File: src/rtl/cicc_pkg.sv
`timescale 1ns/1ps
package cicc_pkg;
  localparam int IN_W       = 26;
  localparam int OUT_W      = 24;
  localparam int TAPS       = 19;
  localparam int GUARD      = 2;
  localparam int COEF_FRAC  = 10;
  localparam int CSD_DIGITS = 14;
  localparam int PAIRS      = (TAPS + 1) / 2;
  localparam int ACC_W      = IN_W + 1 + CSD_DIGITS + $clog2(PAIRS);

  // Fixed half of the symmetric inverse-droop response; index folds about the centre.
  function automatic int tap_coef(input int k);
    int m;
    m = (k <= (TAPS - 1) / 2) ? k : (TAPS - 1 - k);
    case (m)
      0: return 1;
      1: return -2;
      2: return 3;
      3: return -6;
      4: return 9;
      5: return -16;
      6: return 26;
      7: return -48;
      8: return 106;
      9: return 878;
      default: return 0;
    endcase
  endfunction

  // Constant multiply by recoding c into signed digits and adding shifted copies of x.
  function automatic logic signed [ACC_W-1:0] csd_mul(input logic signed [ACC_W-1:0] x,
                                                      input int c);
    logic signed [ACC_W-1:0] sum;
    int rem;
    int dig;
    sum = '0;
    rem = c;
    for (int b = 0; b < CSD_DIGITS; b++) begin
      if ((rem & 1) != 0) begin
        dig = ((rem & 3) == 1) ? 1 : -1;
        if (dig > 0) sum = sum + (x <<< b);
        else         sum = sum - (x <<< b);
        rem = rem - dig;
      end
      rem = rem >>> 1;
    end
    return sum;
  endfunction

  localparam logic signed [ACC_W-1:0] RND_ADD =
    {{(ACC_W-GUARD){1'b0}}, 1'b1, {(GUARD-1){1'b0}}};
  localparam logic signed [ACC_W-1:0] OUT_MAX =
    {{(ACC_W-OUT_W+1){1'b0}}, {(OUT_W-1){1'b1}}};
  localparam logic signed [ACC_W-1:0] OUT_MIN = ~OUT_MAX;

  // Drop coefficient scaling, keep GUARD fraction bits, round half-up, clip.
  function automatic logic [OUT_W-1:0] round_sat(input logic signed [ACC_W-1:0] acc);
    logic signed [ACC_W-1:0] g;
    logic signed [ACC_W-1:0] r;
    g = acc >>> COEF_FRAC;
    r = (g + RND_ADD) >>> GUARD;
    if (r > OUT_MAX)      r = OUT_MAX;
    else if (r < OUT_MIN) r = OUT_MIN;
    return r[OUT_W-1:0];
  endfunction
endpackage

File: src/rtl/cicc_tap_line.sv
`timescale 1ns/1ps
module cicc_tap_line #(
  parameter int W     = 26,
  parameter int DEPTH = 19
) (
  input  logic                    clk,
  input  logic                    rst_n,
  input  logic                    shift_en,
  input  logic [W-1:0]            din,
  output logic [DEPTH-1:0][W-1:0] taps
);
  always_ff @(posedge clk or negedge rst_n) begin
    if (!rst_n) taps[0] <= '0;
    else if (shift_en) taps[0] <= din;
  end

  for (genvar i = 1; i < DEPTH; i++) begin : g_stage
    always_ff @(posedge clk or negedge rst_n) begin
      if (!rst_n) taps[i] <= '0;
      else if (shift_en) taps[i] <= taps[i-1];
    end
  end
endmodule

File: src/rtl/cicc_fold_weight.sv
`timescale 1ns/1ps
module cicc_fold_weight import cicc_pkg::*; #(
  parameter int W     = IN_W,
  parameter int DEPTH = TAPS,
  parameter int AW    = ACC_W
) (
  input  logic                              clk,
  input  logic                              rst_n,
  input  logic                              load,
  input  logic [DEPTH-1:0][W-1:0]           taps,
  output logic [(DEPTH+1)/2-1:0][AW-1:0]    prod,
  output logic                              prod_valid
);
  localparam int NP = (DEPTH + 1) / 2;

  for (genvar p = 0; p < NP; p++) begin : g_pair
    logic signed [AW-1:0] near_s;
    logic signed [AW-1:0] folded;
    assign near_s = $signed({{(AW-W){taps[p][W-1]}}, taps[p]});
    if ((DEPTH % 2 == 1) && (p == DEPTH / 2)) begin : g_centre
      assign folded = near_s;
    end else begin : g_fold
      logic signed [AW-1:0] far_s;
      assign far_s  = $signed({{(AW-W){taps[DEPTH-1-p][W-1]}}, taps[DEPTH-1-p]});
      assign folded = near_s + far_s;
    end
    always_ff @(posedge clk or negedge rst_n) begin
      if (!rst_n) prod[p] <= '0;
      else if (load) prod[p] <= csd_mul(folded, tap_coef(p));
    end
  end

  always_ff @(posedge clk or negedge rst_n) begin
    if (!rst_n) prod_valid <= 1'b0;
    else        prod_valid <= load;
  end
endmodule

File: src/rtl/cicc_round_out.sv
`timescale 1ns/1ps
module cicc_round_out import cicc_pkg::*; #(
  parameter int NP = PAIRS,
  parameter int AW = ACC_W,
  parameter int OW = OUT_W
) (
  input  logic                     clk,
  input  logic                     rst_n,
  input  logic                     load,
  input  logic [NP-1:0][AW-1:0]    prod,
  output logic                     out_valid,
  output logic [OW-1:0]            out_data
);
  logic signed [AW-1:0] total;

  always_comb begin
    total = '0;
    for (int p = 0; p < NP; p++) total = total + $signed(prod[p]);
  end

  always_ff @(posedge clk or negedge rst_n) begin
    if (!rst_n) begin
      out_valid <= 1'b0;
      out_data  <= '0;
    end else begin
      out_valid <= load;
      if (load) out_data <= round_sat(total);
    end
  end
endmodule

File: src/rtl/cic_comp_decim2.sv
`timescale 1ns/1ps
module cic_comp_decim2 import cicc_pkg::*; (
  input  logic             clk,
  input  logic             rst_n,
  input  logic             in_valid,
  input  logic [IN_W-1:0]  in_data,
  output logic             out_valid,
  output logic [OUT_W-1:0] out_data
);
  logic                           phase_q;
  logic                           keep_now;
  logic                           fire_s1;
  logic [TAPS-1:0][IN_W-1:0]      taps;
  logic [PAIRS-1:0][ACC_W-1:0]    prod;
  logic                           prod_valid;

  assign keep_now = in_valid & phase_q;

  always_ff @(posedge clk or negedge rst_n) begin
    if (!rst_n) begin
      phase_q <= 1'b0;
      fire_s1 <= 1'b0;
    end else begin
      if (in_valid) phase_q <= ~phase_q;
      fire_s1 <= keep_now;
    end
  end

  cicc_tap_line #(.W(IN_W), .DEPTH(TAPS)) u_line (
    .clk(clk), .rst_n(rst_n), .shift_en(in_valid), .din(in_data), .taps(taps)
  );

  cicc_fold_weight #(.W(IN_W), .DEPTH(TAPS), .AW(ACC_W)) u_weight (
    .clk(clk), .rst_n(rst_n), .load(fire_s1), .taps(taps),
    .prod(prod), .prod_valid(prod_valid)
  );

  cicc_round_out #(.NP(PAIRS), .AW(ACC_W), .OW(OUT_W)) u_out (
    .clk(clk), .rst_n(rst_n), .load(prod_valid), .prod(prod),
    .out_valid(out_valid), .out_data(out_data)
  );
endmodule

File: config.mk
export PLATFORM = sky130hd
export DESIGN_NAME = cic_comp_decim2
export DESIGN_NICKNAME = d
export VERILOG_FILES = /design/src/rtl/cicc_pkg.sv /design/src/rtl/cicc_tap_line.sv /design/src/rtl/cicc_fold_weight.sv /design/src/rtl/cicc_round_out.sv /design/src/rtl/cic_comp_decim2.sv
export SDC_FILE = /design/constraint.sdc
export NUM_CORES = 2
export LEC_CHECK = 0
export BUFFER_PORTS_ARGS = -buffer_cell sky130_fd_sc_hd__buf_4
export CAP_MARGIN = 10
export CORE_UTILIZATION = 50
export DETAILED_ROUTE_END_ITERATION = 12
export PLACE_DENSITY = 0.73
export RECOVER_POWER = 25
export SLEW_MARGIN = 15
export SYNTH_ARGS = -nofsm -noshare
export SYNTH_HDL_FRONTEND = slang
export SYNTH_HIERARCHICAL = 1
export SYNTH_SLANG_ARGS = --single-unit
File: constraint.sdc
create_clock -name clk -period 15.1 [get_ports clk]
set_input_delay 3.02 -clock clk [delete_from_list [all_inputs] [get_ports clk]]
set_output_delay 3.02 -clock clk [all_outputs]
set_load 0.03 [all_outputs]
**After elaboration in Yosys (flattened, before gate mapping)**

Index checks and enable logic that the tools add are counted.

- Register bits after elaboration: 972
- Logic and storage cells: 1,156

- Eq/ne operators: 87
- Bitwise gates (word level): 2
- Order comparisons: 89
- Add/sub/neg operators: 337
- Multiplexer cells: 607

Operator list:

| operator | count |
|---|---|
| $mux 45 | 351 |
| $add 45x45->45 | 114 |
| $sub 45x45->45 | 105 |
| $gt 32x1->1 const B | 87 |
| $mux 32 | 87 |
| $add 26x26->27 | 9 |
| $mux 13 | 14 |
| $eq 2x2->1 const B | 87 |
| $mux 12 | 14 |
| $mux 11 | 14 |
| $mux 10 | 14 |
| $mux 14 | 10 |
| $sub 1x45->45 const A | 3 |
| $mux 9 | 14 |
| $mux 8 | 14 |
| $mux 7 | 14 |
| $sub 13x13->13 | 7 |
| $mux 6 | 14 |
| $sub 12x12->12 | 7 |
| $sub 11x11->11 | 7 |
| $mux 5 | 14 |
| $sub 10x10->10 | 7 |
| $sub 9x9->9 | 7 |
| $mux 4 | 14 |
| other kinds (40) | 94 |

**Logic depth before layout (Yosys ltp)**

- Depth in word-level cells: 66
- Depth in mapped cells: 44
- Depth with buffers taken out: 44

**Hierarchy**

Netlist, hierarchy kept.

By module, submodules not included:

| module | instances | cells an instance | area each (um2) |
|---|---|---|---|
| cicc_fold_weight | 1 | 5,278 | 44,413.8 |
| cicc_tap_line | 1 | 1,043 | 18,545.3 |
| cicc_round_out | 1 | 1,331 | 13,073.8 |
| cic_comp_decim2 | 1 | 4 | 66.3 |

**Worst setup path before layout**

No wires, ideal clock.

- Path kind: reg-to-reg
- Start: register u_line/taps[208] in the netlist's numbering
- End: register u_weight/prod[404] in the netlist's numbering
- Required time: 14.972 ns
- Arrival: 8.640 ns
- Period minus slack after synthesis: 8.768 ns
- Buffers on the path: 1
- Library setup time: 0.128 ns
- Setup slack: 6.332 ns
- Cell stages (with the launch flop): 42
- Cell sequence: dfrtp_1 -> ha_1 -> fa_1 -> a211o_1 -> a211o_2 -> nand2_4 -> o21bai_1 -> a21o_1 -> a21oi_1 -> xor2_1 -> inv_1 -> ha_1 -> nand2_1 -> nor3_1 -> o21ai_0 -> a221o_1 -> a31o_2 -> xnor2_1 -> (+6 left out) -> a21oi_2 -> a21o_1 -> a2111oi_2 -> nand4b_1 -> ha_1 -> clkbuf_1 -> a21o_1 -> a21o_1 -> a21o_1 -> a21oi_1 -> nor3b_1 -> a211oi_1 -> o2111a_1 -> o31a_1 -> and3_1 -> o211a_1 -> a221oi_2 -> nand3_1

- Word-level cells in the longest chain between the ends: 49
- Elaborated cells on any way between the ends: 61
- Those cells by class: add/sub: 25; mux: 36

Ends and longest elaborated chain:

| element | line | text |
|---|---|---|
| from (decl) | cicc_tap_line.sv:10 | `output logic [DEPTH-1:0][W-1:0] taps` |
| from (signal, indexed assignment) | cicc_tap_line.sv:20 | `else if (shift_en) taps[i] <= taps[i-1];` |
| $add 26x26->27 * | cicc_fold_weight.sv:25 | `assign folded = near_s + far_s;` |
| $mux 45 | cicc_fold_weight.sv:29 | `else if (load) prod[p] <= csd_mul(folded, tap_coef(p));` |
| $sub 45x45->45 / $add 45x45->45 (equally long branches) | cicc_pkg.sv:43, cicc_pkg.sv:42 |  |
| $mux 45 | cicc_pkg.sv:42 | `if (dig > 0) sum = sum + (x <<< b);` |
| $mux 45 | cicc_pkg.sv:40 | `if ((rem & 1) != 0) begin` |
| $mux 45 | cicc_fold_weight.sv:29 |  |
| $sub 45x45->45 / $add 45x45->45 (equally long branches) | cicc_pkg.sv:43, cicc_pkg.sv:42 |  |
| $mux 45 | cicc_pkg.sv:42 |  |
| (+33 left out) | - |  |
| $mux 45 | cicc_fold_weight.sv:29 |  |
| $sub 45x45->45 / $add 45x45->45 (equally long branches) | cicc_pkg.sv:43, cicc_pkg.sv:42 |  |
| $mux 45 | cicc_pkg.sv:42 |  |
| $mux 45 | cicc_pkg.sv:40 |  |
| $mux 45 | cicc_fold_weight.sv:29 |  |
| $sub 45x45->45 / $add 45x45->45 (equally long branches) | cicc_pkg.sv:43, cicc_pkg.sv:42 |  |
| $mux 45 | cicc_pkg.sv:42 |  |
| $mux 45 * | cicc_pkg.sv:40 |  |
| to (signal, indexed assignment) | cicc_fold_weight.sv:29 |  |
| to (decl) | cicc_fold_weight.sv:11 | `output logic [(DEPTH+1)/2-1:0][AW-1:0] prod,` |

Mark *: on every way between the ends. The rest lies on a longest branch, timed or not. The select of a mux whose other input is x is not followed.
A chain may end at the register's enable or synchronous reset.

**Worst setup path in the final report**

Ends and elaborated chain as after synthesis.

==> impl_metrics.toml <==
[run_status]
status = "finished with violations"
violations = "max-capacitance violations, max-slew violations"

[final_layout]
nNetsFinal = 8652
fin_cells = 9713
syn2layout_area_growth_pct = 6.723
drive_gt1_frac = 0.1458
fill_cells = 13180

[route]
drtIter0Drc = 4917
drt_wl_total_mm = 206.9
drtPass1Iterations = 6
viasPerCell = 5.856
drc_errors = 0
wl_per_cell_um = 21.30
dr_total_vias = 56880
ant_nets = 0

[grt]
grt_pass1_wl_mm = 324.8
track_usage = 0.2700
busiest_layer = "met2"
grt_pass1_vias = 56220
grt_start_max_net_pins = 141
grt_use_met2 = 0.4389
use_met1 = 0.3792
antenna_found_initial = 0
overflow = 0
use_met3 = 0.03582

[setup_path]
worstPathArrival_ns = 10.83
path_buf_inv = 1
crit_family = "compound AO/OA/AOI/OAI gates"
cpPeakStageDelay_ns = 0.51
cp_common_cell = "a21o_1"
crit_path_start_kind = "register"
path_class = "reg2reg"
required_ns = 15.72
critPathCaptureType = "register"
crit_fanout = 7
cp_slowest_cell = "xor2_1"

[floorplan]
ios = 54
core_um2 = 150500
die_w_um = 392.1
start_util = 0.5057
num_rows = 142
die_area_um2 = 153800
die_height_um = 392.1

[synthesis]
ys_ff_latch = 898
yosysWarnings = 6
synth_area_leaders = "dfrtp_1 30%, mux2_2 11%, ha_1 11%"
synthesis.area_um2 = 76100
ys.flop_type = "dfrtp_1"
yosysTopAreaCell = "dfrtp_1"
synth_edf_count = 0
synth_cell_types = 125
synthCells = 7656
avgSynthCellArea_um2 = 9.940
ys_async_sr_fraction = 1.000
synth_seq_area_share = 0.2953
synth.most_common_cell = "dfrtp_1"
yosys-top-cells-count = "898 x dfrtp_1, 748 x inv_1, 728 x mux2_2, 645 x ha_1, 495 x xnor2_1"
synth_top_area_share = 0.2953

[place]
gp_congestion = 0.9996
io_buffers = 53
hpwl_mm = 164.4
place_inst = 9523

[sta]
final_hold_viol_count = 0
fmax_mhz = 97.87
setup_violations = 0
setup_tns_ns = 0
rsz0062_at_grt = "no"
final.setup_skew_ns = 0.05435
worst_slew_pin_slew_ns = 6.332
fin_crit_sh = 0.6767
slew_headroom = -3.221
finalMaxSlewViolations = 644
period_needed_ns = 10.22

[clocking]
clk_pin_slew_ns = 0.06
root_buffer = "clkbuf_16"
cts_setup_buffers = 0
cts_tree = "built"
cts.repair.resized = 0
clockBufferDepth = 3
cts_hold_buf = 0
cts-buffers-inserted = 103
htree_levels = 3
clock-sinks = 898
clock_latency_ns = 0.74

[hold_path]
holdCritPathClass = "reg2reg"

[flow_run]
maxCapViolCount = 11
[logic make-up after synthesis]
logic type                 Yosys count  synth area share
AOI/OAI and AO/OA                 1733            0.1499
and+or+nand+nor                   1598            0.1057
DFF                                898            0.2953
xor gates and xnor gates           671           0.07818
buffers and inverters             1004           0.05924
adders and majority gates         1011            0.2023
muxes                              740            0.1093
other                                1        0.00004928
[state kept, by name (all words and copies together) (netlist names)]
register / flops
u_weight/prod_valid: 1
phase_q: 1
fire_s1: 1
u_out/out_data: 24
u_line/taps: 494
u_weight/prod: 376
u_out/out_valid: 1
[worst register-to-register path: cells and delay by family, from the launching register on]
| kind | cells | cell delay, ns |
|---|---|---|
| AO/OA/AOI/OAI | 21 | 5.40 |
| XOR/XNOR | 2 | 0.64 |
| adder cells (fa/ha/maj) | 5 | 1.61 |
| buffers and inverters | 1 | 0.16 |
| flip-flops | 1 | 0.39 |
| multiplexers | 1 | 0.25 |
| AND/OR/NAND/NOR | 10 | 1.70 |
[per-stage QoR]
step | area, um2 | hold slack (ns) | setup slack [ns] | util
CTS | 81270 | 0.4657 | 4.969 | 0.5400
global route | 81210 | 0.4842 | 4.080 | 0.5397
global placement | 77700 | 0.4468 | 5.030 | 0.5164
floorplan | 76140 | 0.3487 | 6.332 | -
finish | 81220 | 0.4661 | 4.882 | 0.5397
detailed placement | 77700 | 0.4538 | 4.997 | 0.5164
[layer usage]
metal | routed length [um] | part of all wire
met4 | 5435 | 0.026
met1 | 94070 | 0.45
met3 | 11790 | 0.057
met5 | 0 | 0
met2 | 95610 | 0.46
[path summary, 6_finish.rpt]
kind | endpoint | startpoint | slack [ns] | cells past startpoint
worst max-delay path | u_weight/prod[404] | u_line/taps[208] | 4.88 | 40
worst min-delay path | phase_q | phase_q | 0.47 | 1
worst max register to register | u_weight/prod[404] | u_line/taps[208] | 4.88 | 40
worst min register to register | phase_q | phase_q | 0.47 | 1
max in group asynchronous | u_weight/prod[275] | rst_n | 5.88 | 3
min in group asynchronous | u_line/taps[25] | rst_n | 4.44 | 1
[layout make-up]
| type | instances | area, um2 | area share |
|---|---|---|---|
| clock buffers | 135 | 2868 | 0.03531 |
| inverters | 752 | 2824 | 0.03477 |
| well taps | 2016 | 2522 | 0.03106 |
| flip-flops and latches | 898 | 22470 | 0.2767 |
| repair buffers | 91 | 658.1 | 0.008104 |
| clock inverters | 53 | 695.7 | 0.008566 |
| diodes | 2 | 5.005 | 0.00006162 |
| multi-input cells | 5766 | 49170 | 0.6054 |
[layout by cell type, fill, tap and decap left out, drive strengths merged, types with 40 or more instances in the layout]
master / count
dfrtp: 898
inv: 755
mux2: 728
ha: 645
xnor2: 496
a21oi: 482
nor2: 399
nand2: 392
fa: 366
o21ai: 347
a21o: 220
xor2: 173
clkbuf: 145
nor3: 136
nand3: 134
o21a: 89
nor2b: 85
buf: 81
a31oi: 77
nand2b: 76
nand4: 66
o21bai: 54
o31ai: 54
a211oi: 53
or3: 52
and3: 50
or2: 47
a21boi: 46
o211ai: 42
nor4: 40
Power is not shown: default switching activity piles up to over one toggle a cycle in this logic, so the estimate is an artifact.
